--- src/rtl/fpcsr_pkg.sv ---
package fpcsr_pkg;

   // index of each view inside the one-hot view vector
   localparam int unsigned VIEW_FLG = 0;
   localparam int unsigned VIEW_RND = 1;
   localparam int unsigned VIEW_ALL = 2;
   localparam int unsigned N_VIEWS  = 3;

   // context-state encodings
   localparam logic [1:0] CTX_OFF   = 2'b00;
   localparam logic [1:0] CTX_DIRTY = 2'b11;

   typedef struct packed {
      logic all;
      logic rnd;
      logic flg;
   } view_t;

endpackage

--- src/rtl/fpcsr_decode.sv ---
module fpcsr_decode
   import fpcsr_pkg::*;
#(
   parameter int unsigned     ADDR_W   = 12,
   parameter logic [ADDR_W-1:0] ADDR_FLG = 12'h001,
   parameter logic [ADDR_W-1:0] ADDR_RND = 12'h002,
   parameter logic [ADDR_W-1:0] ADDR_ALL = 12'h003
) (
   input  logic              clk,
   input  logic              rst_n,
   input  logic [ADDR_W-1:0] addr,
   input  logic              rd,
   input  logic              wr,
   input  logic [1:0]        ctx,
   input  logic              dbg,
   output view_t             view,
   output logic              rd_ok,
   output logic              wr_ok,
   output logic              refused
);

   localparam logic [N_VIEWS*ADDR_W-1:0] VIEW_ADDRS = {ADDR_ALL, ADDR_RND, ADDR_FLG};

   if ((ADDR_FLG == ADDR_RND) || (ADDR_FLG == ADDR_ALL) || (ADDR_RND == ADDR_ALL)) begin : g_bad_addr
      $error("fpcsr_decode: view addresses must be distinct");
   end

   logic [N_VIEWS-1:0] hit_vec;

   for (genvar v = 0; v < N_VIEWS; v++) begin : g_hit
      assign hit_vec[v] = (addr == VIEW_ADDRS[v*ADDR_W +: ADDR_W]);
   end

   logic any_hit;
   logic gate_open;
   logic touch;

   always_comb begin
      view     = '{all: hit_vec[VIEW_ALL], rnd: hit_vec[VIEW_RND], flg: hit_vec[VIEW_FLG]};
      any_hit  = |hit_vec;
      gate_open = dbg || (ctx != CTX_OFF);
      touch    = any_hit && (rd || wr);
      rd_ok    = any_hit && rd && gate_open;
      wr_ok    = any_hit && wr && gate_open;
      refused  = touch && !gate_open;
   end

   // decoded view is one-hot or empty
   p_view_onehot_r11: assert property (@(posedge clk) disable iff (!rst_n)
      $onehot0(view));

   // refusal only for an ordinary access while the context is off
   p_refuse_cause_r2: assert property (@(posedge clk) disable iff (!rst_n)
      refused |-> ((ctx == CTX_OFF) && !dbg && (rd || wr)));

   // debug never refused
   p_dbg_bypass_r3: assert property (@(posedge clk) disable iff (!rst_n)
      dbg |-> !refused);

   // a write is never both accepted and refused
   p_wr_exclusive_r4: assert property (@(posedge clk) disable iff (!rst_n)
      !(wr_ok && refused));

endmodule

--- src/rtl/fpcsr_flags.sv ---
module fpcsr_flags #(
   parameter int unsigned FLAG_W = 5
) (
   input  logic              clk,
   input  logic              rst_n,
   input  logic              load,
   input  logic [FLAG_W-1:0] load_val,
   input  logic              acc_valid,
   input  logic [FLAG_W-1:0] acc_flags,
   output logic [FLAG_W-1:0] flags
);

   if (FLAG_W < 1) begin : g_bad_w
      $error("fpcsr_flags: FLAG_W must be at least 1");
   end

   logic [FLAG_W-1:0] flags_d;

   always_comb begin
      for (int b = 0; b < FLAG_W; b++) begin
         if (load) begin
            flags_d[b] = load_val[b];
         end else begin
            flags_d[b] = flags[b] | (acc_valid & acc_flags[b]);
         end
      end
   end

   always_ff @(posedge clk or negedge rst_n) begin
      if (!rst_n) begin
         flags <= '0;
      end else begin
         flags <= flags_d;
      end
   end

   // accumulated bits end up set when nothing loads the flags
   p_acc_or_r9: assert property (@(posedge clk) disable iff (!rst_n)
      (acc_valid && !load) |=> ((flags & $past(acc_flags)) == $past(acc_flags)));

   // accumulation never clears a bit
   p_acc_keeps_r9: assert property (@(posedge clk) disable iff (!rst_n)
      !load |=> ((flags & $past(flags)) == $past(flags)));

   // a load overrides any accumulation in the same cycle
   p_load_wins_r10: assert property (@(posedge clk) disable iff (!rst_n)
      load |=> (flags == $past(load_val)));

   // idle cycles hold the flags
   p_hold_r2: assert property (@(posedge clk) disable iff (!rst_n)
      (!load && !acc_valid) |=> $stable(flags));

endmodule

--- src/rtl/fpcsr_round.sv ---
module fpcsr_round #(
   parameter int unsigned RM_W = 3
) (
   input  logic            clk,
   input  logic            rst_n,
   input  logic            load,
   input  logic [RM_W-1:0] load_val,
   output logic [RM_W-1:0] rmode
);

   if (RM_W < 1) begin : g_bad_w
      $error("fpcsr_round: RM_W must be at least 1");
   end

   always_ff @(posedge clk or negedge rst_n) begin
      if (!rst_n) begin
         rmode <= '0;
      end else if (load) begin
         rmode <= load_val;
      end
   end

   p_rm_hold_r6: assert property (@(posedge clk) disable iff (!rst_n)
      !load |=> $stable(rmode));

   p_rm_load_r8: assert property (@(posedge clk) disable iff (!rst_n)
      load |=> (rmode == $past(load_val)));

endmodule

--- src/rtl/fpcsr_rdmux.sv ---
module fpcsr_rdmux
   import fpcsr_pkg::*;
#(
   parameter int unsigned DATA_W = 32,
   parameter int unsigned FLAG_W = 5,
   parameter int unsigned RM_W   = 3
) (
   input  logic              rd_ok,
   input  view_t             view,
   input  logic [FLAG_W-1:0] flags,
   input  logic [RM_W-1:0]   rmode,
   output logic [DATA_W-1:0] rdata
);

   localparam int unsigned PACK_W = FLAG_W + RM_W;

   if (PACK_W > DATA_W) begin : g_bad_w
      $error("fpcsr_rdmux: packed word wider than data path");
   end

   always_comb begin
      rdata = '0;
      if (rd_ok) begin
         unique case (1'b1)
            view.flg: rdata[FLAG_W-1:0] = flags;
            view.rnd: rdata[RM_W-1:0]   = rmode;
            view.all: rdata[PACK_W-1:0] = {rmode, flags};
            default:  rdata = '0;
         endcase
      end
   end

endmodule

--- src/rtl/fpcsr_unit.sv ---
module fpcsr_unit
   import fpcsr_pkg::*;
#(
   parameter int unsigned       ADDR_W   = 12,
   parameter int unsigned       DATA_W   = 32,
   parameter int unsigned       FLAG_W   = 5,
   parameter int unsigned       RM_W     = 3,
   parameter logic [ADDR_W-1:0] ADDR_FLG = 12'h001,
   parameter logic [ADDR_W-1:0] ADDR_RND = 12'h002,
   parameter logic [ADDR_W-1:0] ADDR_ALL = 12'h003
) (
   input  logic              clk,
   input  logic              rst_n,
   input  logic [ADDR_W-1:0] csr_addr,
   input  logic              csr_rd,
   input  logic              csr_wr,
   input  logic [DATA_W-1:0] csr_wdata,
   input  logic [1:0]        fs_state,
   input  logic              dbg_access,
   input  logic              acc_valid,
   input  logic [FLAG_W-1:0] acc_flags,
   output logic [DATA_W-1:0] csr_rdata,
   output logic              csr_illegal,
   output logic              fs_dirty_req
);

   localparam int unsigned PACK_W = FLAG_W + RM_W;

   if (PACK_W >= DATA_W) begin : g_bad_pack
      $error("fpcsr_unit: DATA_W must exceed FLAG_W + RM_W");
   end

   view_t view;
   logic  rd_ok;
   logic  wr_ok;
   logic  refused;

   fpcsr_decode #(
      .ADDR_W  (ADDR_W),
      .ADDR_FLG(ADDR_FLG),
      .ADDR_RND(ADDR_RND),
      .ADDR_ALL(ADDR_ALL)
   ) u_dec (
      .clk    (clk),
      .rst_n  (rst_n),
      .addr   (csr_addr),
      .rd     (csr_rd),
      .wr     (csr_wr),
      .ctx    (fs_state),
      .dbg    (dbg_access),
      .view   (view),
      .rd_ok  (rd_ok),
      .wr_ok  (wr_ok),
      .refused(refused)
   );

   // write steering: the combined view loads both fields from the packed word
   logic              flg_load;
   logic [FLAG_W-1:0] flg_val;
   logic              rm_load;
   logic [RM_W-1:0]   rm_val;

   always_comb begin
      flg_load = wr_ok && (view.flg || view.all);
      flg_val  = csr_wdata[FLAG_W-1:0];
      rm_load  = wr_ok && (view.rnd || view.all);
      rm_val   = view.all ? csr_wdata[PACK_W-1:FLAG_W] : csr_wdata[RM_W-1:0];
   end

   logic unused_wdata_hi;
   assign unused_wdata_hi = ^csr_wdata[DATA_W-1:PACK_W];

   logic [FLAG_W-1:0] flags;
   logic [RM_W-1:0]   rmode;

   fpcsr_flags #(.FLAG_W(FLAG_W)) u_flg (
      .clk      (clk),
      .rst_n    (rst_n),
      .load     (flg_load),
      .load_val (flg_val),
      .acc_valid(acc_valid),
      .acc_flags(acc_flags),
      .flags    (flags)
   );

   fpcsr_round #(.RM_W(RM_W)) u_rnd (
      .clk     (clk),
      .rst_n   (rst_n),
      .load    (rm_load),
      .load_val(rm_val),
      .rmode   (rmode)
   );

   fpcsr_rdmux #(
      .DATA_W(DATA_W),
      .FLAG_W(FLAG_W),
      .RM_W  (RM_W)
   ) u_rmux (
      .rd_ok(rd_ok),
      .view (view),
      .flags(flags),
      .rmode(rmode),
      .rdata(csr_rdata)
   );

   assign csr_illegal  = refused;
   assign fs_dirty_req = wr_ok;

   // bits above the packed word never carry data
   p_upper_zero_r7: assert property (@(posedge clk) disable iff (!rst_n)
      csr_rdata[DATA_W-1:PACK_W] == '0);

   // a refused access returns nothing and requests nothing
   p_refused_quiet_r2: assert property (@(posedge clk) disable iff (!rst_n)
      csr_illegal |-> (csr_rdata == '0) && !fs_dirty_req);

   // dirty request only with a write strobe and an open gate
   p_dirty_needs_wr_r4: assert property (@(posedge clk) disable iff (!rst_n)
      fs_dirty_req |-> (csr_wr && ((fs_state != CTX_OFF) || dbg_access)));

   // refused access leaves the rounding mode untouched
   p_refused_hold_rm_r2: assert property (@(posedge clk) disable iff (!rst_n)
      csr_illegal |=> $stable(rmode));

endmodule

--- config.mk ---
export PLATFORM = sky130hd
export DESIGN_NAME = fpcsr_unit
export DESIGN_NICKNAME = d
export VERILOG_FILES = /design/src/rtl/fpcsr_pkg.sv /design/src/rtl/fpcsr_decode.sv /design/src/rtl/fpcsr_flags.sv /design/src/rtl/fpcsr_round.sv /design/src/rtl/fpcsr_rdmux.sv /design/src/rtl/fpcsr_unit.sv
export SDC_FILE = /design/constraint.sdc
export NUM_CORES = 1
export LEC_CHECK = 0
export BUFFER_PORTS_ARGS = -buffer_cell sky130_fd_sc_hd__buf_2
export CORE_MARGIN = 2
export CORE_UTILIZATION = 36
export CTS_CLUSTER_SIZE = 20
export DETAILED_ROUTE_END_ITERATION = 10
export PLACE_DENSITY = 0.84
export SYNTH_ARGS = -nofsm -noshare
export SYNTH_HDL_FRONTEND = slang
export SYNTH_HIERARCHICAL = 1
export SYNTH_SLANG_ARGS = --single-unit
--- constraint.sdc ---
create_clock -name clk -period 4.6 [get_ports clk]
set_clock_uncertainty 0.2 [all_clocks]
set_input_delay 1.38 -clock clk [delete_from_list [all_inputs] [get_ports clk]]
set_output_delay 1.38 -clock clk [all_outputs]
set_load 0.005 [all_outputs]
# --- Word level (Yosys, flattened, before mapping) ---
# Cells that the tools add are included.
totals:
  out_inout_bits: 34
  mem_bits_rw: 0
  ff_bits: 8
  inputBits: 57
  mem_bits_ro: 0
  mem_count: 0
  word_cells: 41
  latchBits: 0
op_classes:
  magnitude_cmp: 0
  n_reduce_logical: 16
  n_shift: 0
  bitwise_logic: 10
  n_eq_ne: 3
  div_mod_pow: 0
  mux: 10
  addsub: 0
  mul: 0
op_table:
  columns: ["op", "count"]
  rows:
  - ["equality test 12 x 2 -> 1 bit (second input constant)", 2]
  - ["equality test 12 x 1 -> 1 bit (second input constant)", 1]
  - ["logical AND 1 bit", 8]
  - ["2-to-1 mux 8 bit", 1]
  - ["2-to-1 mux 3 bit", 2]
  - ["case mux 3 bit (2 select lines)", 1]
  - ["AND 1 bit", 5]
  - ["2-to-1 mux 1 bit", 5]
  - ["OR 1 bit", 5]
  - ["logical OR 1 bit", 4]
  - ["OR reduction 3 bit", 1]
  - ["2-to-1 mux 2 bit", 1]
  - ["nonzero test 2 bit", 1]
  - ["OR reduction 2 bit", 1]
  - ["logical NOT 1 bit", 1]

# --- Logic depth before layout (Yosys ltp) ---
# Gate-level depths: netlist (run 1).
depth:
  word_depth: 6
  ltp_mapped: 7
  mapped_depth_nobuf: 6

# --- By module ---
# The synthesis (run 1) kept the hierarchy.
modules_own_cells:
  columns: ["mod", "cells_per_inst", "seq_area_each_um2", "n_inst", "area_each_um2"]
  rows:
  - ["fpcsr_rdmux", 42, 0.0, 1, 277.8]
  - ["fpcsr_flags", 21, 125.1, 1, 217.7]
  - ["fpcsr_decode", 17, 0.0, 1, 131.4]
  - ["fpcsr_round", 6, 75.1, 1, 108.9]
  - ["fpcsr_unit", 5, 0.0, 1, 48.8]

# --- Worst setup path after synthesis (run 1) ---
# Ideal clock, no wire load.
synth_timing:
  path_kind: "in2out"
  from: "input port csr_addr[5]"
  to: "output port csr_rdata[0]"
  stages: 5
  arrival_time_ns: 2.497
  path_buffers: 0
  path_slack_ns: 0.523
  required_ns: 3.020
  cell_sequence: "nor4_4 -> nand3_1 -> nor2_1 -> nor2_1 -> o21ai_0"
synth_rtl:
  columns: ["element", "line_no", "rtl"]
  rows:
  - ["from (decl)", "fpcsr_unit.sv:14", "input logic [ADDR_W-1:0] csr_addr,"]
  - ["to (decl)", "fpcsr_unit.sv:22", "output logic [DATA_W-1:0] csr_rdata,"]

==> reports/metrics.csv, run 1 <==
stage;metric;value;unit
outcome;outcome;finished, final reports clean;
floorplan;die-height;50.68;um
yosys;synth_area;784.5;sq um
sta;layout_min_cycle_time;4.448;ns
floorplan;fp.dieW;50.68;um
clocking;cts.hold.buffers_added;0;
yosys;synth_top_cell_area_share;0.2552;
yosys;synth_cell_types;23;
yosys;ys_seq_elements;8;
placed_design;placed_cell_area;930.9;sq um
sta;hold_viol_final;0;
clocking;htree_num_levels;1;
pwr;total_power;153.0;uW
final_layout;postLayoutCellArea;953.4;sq um
clocking;post_cts_resized;0;
yosys;yosysWarnings;6;
pwr;p_leak;0.4998;nW
yosys;seq_area_frac_synth;0.2552;
floorplan;placement_rows;16;
detailed_routing;detail-route-antenna-nets;0;
global_route;vias_in_the_first_global_route;657;
clocking;cts_tree;built;
final_layout;antenna-diode-count;0;
sta;maxClockFrequency;224.8;MHz
global_route;globalRouteTotalUtil;0.1347;
global_route;grt_max_degree;12;
pwr;largest_voltage_drop_on_the_vdd_net;0.1226;mV
sta;grt_setup_unrepaired;no;
detailed_routing;num_vias;745;
detailed_routing;remaining_drc_errors;0;
detailed_routing;detail_route.wirelength;1715;um
floorplan;fp.dieArea;2568;sq um
clocking;clk_root_buffer_cell;sky130_fd_sc_hd__clkbuf_4;
critical_path;start_kind;input pin;
yosys;postSynthCellCount;91;
final_layout;finalNetCount;194;
global_route;antenna_violations_before_repair;0;
clocking;tritoncts_num_sinks;8;
global_route;globalRouteOverflowTotal;0;
placed_design;port-buffer-count;42;
critical_path;worst_path_max_delay_cell;sky130_fd_sc_hd__nor2_1;
placed_design;place.gp.congestion;0.7291;
clocking;cts_setup_buffers;0;
sta;finalMaxSlewViolations;0;
yosys;synth.area.top_cells;sky130_fd_sc_hd__dfrtp_1, sky130_fd_sc_hd__buf_4, sky130_fd_sc_hd__mux2_2;
clocking;tritoncts_buffer_count;3;
min_path;timing.hold.worst.class;flop to flop;
critical_path;cp.arrival;2.87;ns
critical_path;worst_ep_required_time;3.02;ns
detailed_routing;avg_wl_per_cell;10.59;um
placed_design;post-dp-hpwl;1436;um
critical_path;highest_cell_delay_on_the_worst_timing_path;0.36;ns
clocking;cts.path.max_buffers;2;
detailed_routing;drt_pass1_iterations;4;
critical_path;crit_chain;buf_2 > nor4_4 > nand3_1 > nor2_1 > nor2_1 > o21ai_0 > buf_2;
final_layout;fillCellCount;200;
final_layout;layout_stage_area_growth_over_the_synthesis_result;21.53;%
detailed_routing;drt_first_iter_violations;17;
floorplan;ios;91;
critical_path;setup.worst_path.end_class;output port;
yosys;syn_avg_cell_area;8.621;sq um
global_route;grt_first_pass_wirelength;2642;um
sta;finalCritPeriodShare;0.9669;
yosys;yosysTopAreaCell;sky130_fd_sc_hd__dfrtp_1;
floorplan;start_util;0.3919;
critical_path;timing.critical_path.fanout_max;8;
clocking;clk_transition_reported_paths;0.05;ns
clocking;clock_latency;0.25;ns
sta;report.final.setup_viol;0;
detailed_routing;drt-vias-per-instance;4.599;
final_layout;layout_cells_sized_above_1;0.4444;
floorplan;fp.coreArea;2002;sq um
critical_path;crit_type;input pin to output port;
pwr;pwr_density_cell;160.4;nW/um^2
sta;finalSetupTns;0;ns
run;timing.max_cap.violations;0;
routing by layer:
metal  vias to the layer above  routed length, um  share of wire  global-route usage
met5                         -                  0              0                   0
met4                         0                  9         0.0052             0.06757
met3                         2                175           0.10             0.01786
met2                        53                898           0.52              0.2434
met1                       335                631           0.37              0.1533
li1                        355                  -              -                   -
final timing paths:
kind	startpoint	to	slack, ns	cells after the start
worst max-delay path	csr_addr[9]	csr_rdata[0]	0.15	7
worst min-delay path	u_rnd/rmode[1]$_DFFE_PN0P_	u_rnd/rmode[1]$_DFFE_PN0P_	0.33	1
worst max register to register	u_flg/flags[0]$_DFF_PN0_	u_flg/flags[0]$_DFF_PN0_	3.58	2
worst min register to register	u_rnd/rmode[1]$_DFFE_PN0P_	u_rnd/rmode[1]$_DFFE_PN0P_	0.33	1
max in group asynchronous	rst_n	u_flg/flags[3]$_DFF_PN0_	3.28	1
min in group asynchronous	rst_n	u_flg/flags[1]$_DFF_PN0_	0.76	1
cell families (layout without fill, tap and decap cells):
family                 Yosys count  in the layout  share of synthesized area
AO/OA/AOI/OAI                   18             18                     0.1531
buffers and inverters           33             54                     0.2871
flip-flops                       8              8                     0.2552
multiplexers                     6              6                    0.08612
other                            1             24                   0.004780
AND/OR/NAND/NOR                 25             25                     0.2137
synth_stat cells:
master                      instances
sky130_fd_sc_hd__inv_1              7
sky130_fd_sc_hd__and3_1             2
sky130_fd_sc_hd__or2_1              1
sky130_fd_sc_hd__buf_6              1
sky130_fd_sc_hd__nand2_2            1
sky130_fd_sc_hd__o21ai_0            4
sky130_fd_sc_hd__buf_4             25
sky130_fd_sc_hd__nand2_1            4
sky130_fd_sc_hd__dfrtp_1            8
sky130_fd_sc_hd__a2111oi_2          1
sky130_fd_sc_hd__nor4_4             2
sky130_fd_sc_hd__nand3_1            4
sky130_fd_sc_hd__nor3b_1            2
sky130_fd_sc_hd__and3_2             3
sky130_fd_sc_hd__o21a_1             2
sky130_fd_sc_hd__or3_1              1
sky130_fd_sc_hd__mux2_2             6
sky130_fd_sc_hd__o211ai_1           1
sky130_fd_sc_hd__a21oi_1            5
sky130_fd_sc_hd__conb_1             1
sky130_fd_sc_hd__nor3_1             2
sky130_fd_sc_hd__a211oi_1           5
sky130_fd_sc_hd__nor2_1             3
critical path: cells and delay by family:
family                 cells  cell delay (ns)
AOI/OAI and AO/OA          1             0.24
buffers and inverters      2             0.28
and+or+nand+nor            4             0.97
final cells by class:
type	count	area, sq um	share of cell area
clock buffer	3	22.52	0.02362
sequential	8	200.2	0.2100
tap	27	33.78	0.03543
timing repair buffer	44	225.2	0.2362
multi-input combinational	73	445.4	0.4672
inverter	7	26.28	0.02756
cell usage in the layout, fill, tap and decap left out:
cell type / instances
sky130_fd_sc_hd__buf_2: 42
sky130_fd_sc_hd__nor3b_1: 2
sky130_fd_sc_hd__and3_2: 3
sky130_fd_sc_hd__a2111oi_2: 1
sky130_fd_sc_hd__nor2_1: 3
sky130_fd_sc_hd__or3_1: 1
sky130_fd_sc_hd__dfrtp_1: 8
sky130_fd_sc_hd__o21a_1: 2
sky130_fd_sc_hd__and3_1: 2
sky130_fd_sc_hd__o21ai_0: 4
sky130_fd_sc_hd__nand3_1: 4
sky130_fd_sc_hd__o211ai_1: 1
sky130_fd_sc_hd__or2_1: 1
sky130_fd_sc_hd__a211oi_1: 5
sky130_fd_sc_hd__nand2_1: 4
sky130_fd_sc_hd__mux2_2: 6
sky130_fd_sc_hd__nor3_1: 2
sky130_fd_sc_hd__conb_1: 24
sky130_fd_sc_hd__buf_4: 2
sky130_fd_sc_hd__nand2_2: 1
sky130_fd_sc_hd__a21oi_1: 5
sky130_fd_sc_hd__inv_1: 7
sky130_fd_sc_hd__clkbuf_4: 3
sky130_fd_sc_hd__nor4_4: 2
state kept, by name (all words and copies together), names as in the netlist:
name         count
u_rnd/rmode      3
u_flg/flags      5
power by group:
| part | internal [mW] | switching [mW] | total [mW] |
|---|---|---|---|
| clock network | 0.0298 | 0.0236 | 0.0535 |
| logic | 0.0129 | 0.0161 | 0.0290 |
| registers | 0.0704 | 0.000000243 | 0.0704 |
stage by stage:
step                      hold WS, ns  utilization  setup slack (ns)  cells
after floorplan                0.2928            -            0.5231    114
after global placement         0.3098       0.4650            0.2419    159
after detailed placement       0.3262       0.4650            0.2313    159
after CTS                      0.3387       0.4763            0.2034    162
after global routing           0.3667       0.4763           0.02901    162
final                          0.3320       0.4763            0.1523    162
(Power assumes the default switching activity.)
==> inputs of run 2 (changes only) <==
==> constraint.sdc (replaced) <==
create_clock -name clk -period 4.6 [get_ports clk]
set_clock_uncertainty 0.2 [all_clocks]
set_input_delay 0.92 -clock clk [delete_from_list [all_inputs] [get_ports clk]]
set_output_delay 0.92 -clock clk [all_outputs]
set_load 0.005 [all_outputs]
==> reports/metrics.csv, run 2 (synthesis gave the netlist of run 1 again) <==
stage;metric;value;unit;change
outcome;outcome;finished, final reports clean;;
clocking;tritoncts_num_sinks;8;;unchanged
floorplan;ios;91;;unchanged
placed_design;port-buffer-count;42;;unchanged
detailed_routing;wl_met1;617;um;-2.2%
detailed_routing;met3_length;166;um;-5.1%
floorplan;start_util;0.3919;;unchanged
placed_design;place.gp.congestion;0.7430;;+1.9%
sta;tightest_slew;0.5438;ns;
detailed_routing;remaining_drc_errors;0;;unchanged
pwr;power_frac_comb;0.191;;about the same
detailed_routing;detail_route.wirelength;1689;um;-1.5%
clocking;post_cts_resized;0;;unchanged
clocking;htree_num_levels;1;;unchanged
critical_path;start_kind;input pin;;
critical_path;timing.critical_path.fanout_max;10;;+2
global_route;globalRouteOverflowTotal;0;;unchanged
detailed_routing;drt_pass1_iterations;3;;-1
clocking;tritoncts_buffer_count;3;;unchanged
final_layout;sequential_cell_area;200.2;sq um;unchanged
critical_path;worst_path_max_delay_cell;sky130_fd_sc_hd__nor2_1;;
final_layout;antenna-diode-count;0;;unchanged
clocking;cts.hold.buffers_added;0;;unchanged
pwr;largest_voltage_drop_on_the_vdd_net;0.1503;mV;+23%
global_route;globalRouteTotalUtil;0.1392;;+0.004538
sta;maxSlewHeadroom;0.6362;;
sta;finalSetupTns;0;ns;unchanged
sta;report.final.setup_viol;0;;unchanged
final_layout;finalCoreUtilization;0.4725;;-0.003750
critical_path;crit_type;input pin to output port;;
clocking;clock_latency;0.25;ns;about the same
final_layout;largest_reg_flops;5;;unchanged
detailed_routing;met2_wirelength;886;um;-1.3%
critical_path;highest_cell_delay_on_the_worst_timing_path;0.47;ns;+0.11 ns
global_route;antenna_violations_before_repair;0;;unchanged
critical_path;rr_endpoint;u_flg/flags[1]$_DFF_PN0_;;
critical_path;setup.worst_path.end_class;output port;;
sta;hold_viol_final;0;;unchanged
clocking;clk_root_buffer_cell;sky130_fd_sc_hd__clkbuf_4;;
final_layout;layout_cells_sized_above_1;0.4403;;-0.004146
placed_design;post-dp-hpwl;1491;um;+3.9%
detailed_routing;num_vias;724;;-2.8%
pwr;p_leak;0.4944;nW;-1.1%
detailed_routing;avg_wl_per_cell;10.49;um;-0.90%
floorplan;placement_rows;16;;unchanged
pwr;fraction_of_power_spent_switching_nets;0.2542;;-0.005880
critical_path;r2r.worst_path.cells;2;;unchanged
pwr;clkPwrFrac;0.344;;-0.006
global_route;vias_in_the_first_global_route;679;;+3.3%
sta;layout_min_cycle_time;3.618;ns;-0.8298 ns
critical_path;cp.arrival;2.50;ns;-0.37 ns
floorplan;die-height;50.68;um;unchanged
clocking;cts.path.max_buffers;2;;unchanged
sta;maxClockFrequency;276.4;MHz;+23%
detailed_routing;drt_first_iter_violations;4;;-13
floorplan;fp.coreArea;2002;sq um;unchanged
final_layout;layout_stage_area_growth_over_the_synthesis_result;20.57;%;
final_layout;layout_common_cells;sky130_fd_sc_hd__buf_2, sky130_fd_sc_hd__conb_1, sky130_fd_sc_hd__dfrtp_1, sky130_fd_sc_hd__inv_1, sky130_fd_sc_hd__mux2_2;;
final_layout;reg_top3;u_flg/flags (5), u_rnd/rmode (3);;
min_path;timing.hold.worst.class;input pin to async pin;;
pwr;switching_power;38.55;uW;-3.1%
pwr;p_seq_frac;0.465;;+0.005
detailed_routing;dr.max_layer_used;met4;;
critical_path;crit_chain;buf_2 > nor4_4 > nand3_1 > nor2_1 > nor2_1 > o21ai_0 > buf_2;;
critical_path;worst_ep_required_time;3.48;ns;+0.46 ns
floorplan;fp.dieArea;2568;sq um;unchanged
run;timing.max_cap.violations;0;;unchanged
detailed_routing;detail-route-antenna-nets;0;;unchanged
final_layout;multi_input_area;445.4;sq um;unchanged
pwr;power_report.internal_total;113.1;uW;about the same
clocking;cts_tree;built;;
clocking;cts_setup_buffers;0;;unchanged
sta;grt_setup_unrepaired;no;;
clocking;clk_transition_reported_paths;0.05;ns;about the same
critical_path;rrSetupSlack;3.54;ns;-0.04 ns
sta;finalMaxSlewViolations;0;;unchanged
floorplan;fp.dieW;50.68;um;unchanged
final_layout;finalNetCount;193;;-0.52%
global_route;grt_max_degree;12;;unchanged
final_layout;final_common_cell;sky130_fd_sc_hd__buf_2;;
detailed_routing;drt-vias-per-instance;4.497;;-2.2%
critical_path;rr_startpoint;u_flg/flags[1]$_DFF_PN0_;;
final_layout;regMostFlops;u_flg/flags;;
sta;finalCritPeriodShare;0.7865;;-0.1804
pwr;pwr_density_cell;160.3;nW/um^2;about the same
final_layout;fillCellCount;204;;+2.0%
global_route;grt_first_pass_wirelength;2773;um;+5.0%
run 2: power by group through the flow:
| stage | Sequential (mW) | Combinational, mW | Clock (mW) |
|---|---|---|---|
| floorplan | 0.0717 | 0.0249 | 0 |
| global placement | 0.0717 | 0.0281 | 0 |
| detailed placement | 0.0717 | 0.0287 | 0 |
| CTS | 0.0704 | 0.0288 | 0.0539 |
| global route | 0.0703 | 0.0332 | 0.0601 |
| finish | 0.0705 | 0.0290 | 0.0522 |
run 2: through the flow:
stage | cells | total power [mW] | setup slack [ns] | hold slack, ns | instance area [sq um]
final | 161 | 0.1517 | 0.9821 | 0.3038 | 945.9
after global routing | 161 | 0.1636 | 0.8156 | 0.2988 | 945.9
after CTS | 161 | 0.1531 | 1.008 | 0.3018 | 945.9
after detailed placement | 158 | 0.1003 | 0.9872 | 0.3257 | 923.4
after global placement | 158 | 0.09972 | 1.040 | 0.3098 | 923.4
after floorplan | 114 | 0.09655 | 1.443 | 0.2928 | 870.8
run 2: worst max-delay path: cells and delay by family:
kind                   cells  cell delay [ns]
and+or+nand+nor            4             1.11
AOI/OAI and AO/OA          1             0.22
buffers and inverters      2             0.26
run 2: worst max path at each step:
stage / start / endpoint / depth (start not counted)
3_3_place_gp: csr_addr[5] / csr_rdata[1] / 7
2_1_floorplan: csr_addr[5] / csr_rdata[0] / 5
5_1_grt: csr_addr[9] / csr_rdata[2] / 7
3_5_place_dp: csr_addr[9] / csr_rdata[1] / 7
4_1_cts: csr_addr[9] / csr_rdata[1] / 7
6_report: csr_addr[9] / csr_rdata[1] / 7
run 2: layout make-up:
type | count | share of cell area
Timing Repair Buffer | 43 | 0.2302
Inverter | 7 | 0.02778
Sequential cell | 8 | 0.2116
Clock buffer | 3 | 0.02381
Multi-Input combinational cell | 73 | 0.4709
Tap cell | 27 | 0.03571
run 2: per-layer routing:
metal	up-vias	global-route usage
li1	358	-
met1	323	0.1502
met2	41	0.2610
met3	2	0.02381
met4	0	0.06306
met5	-	0
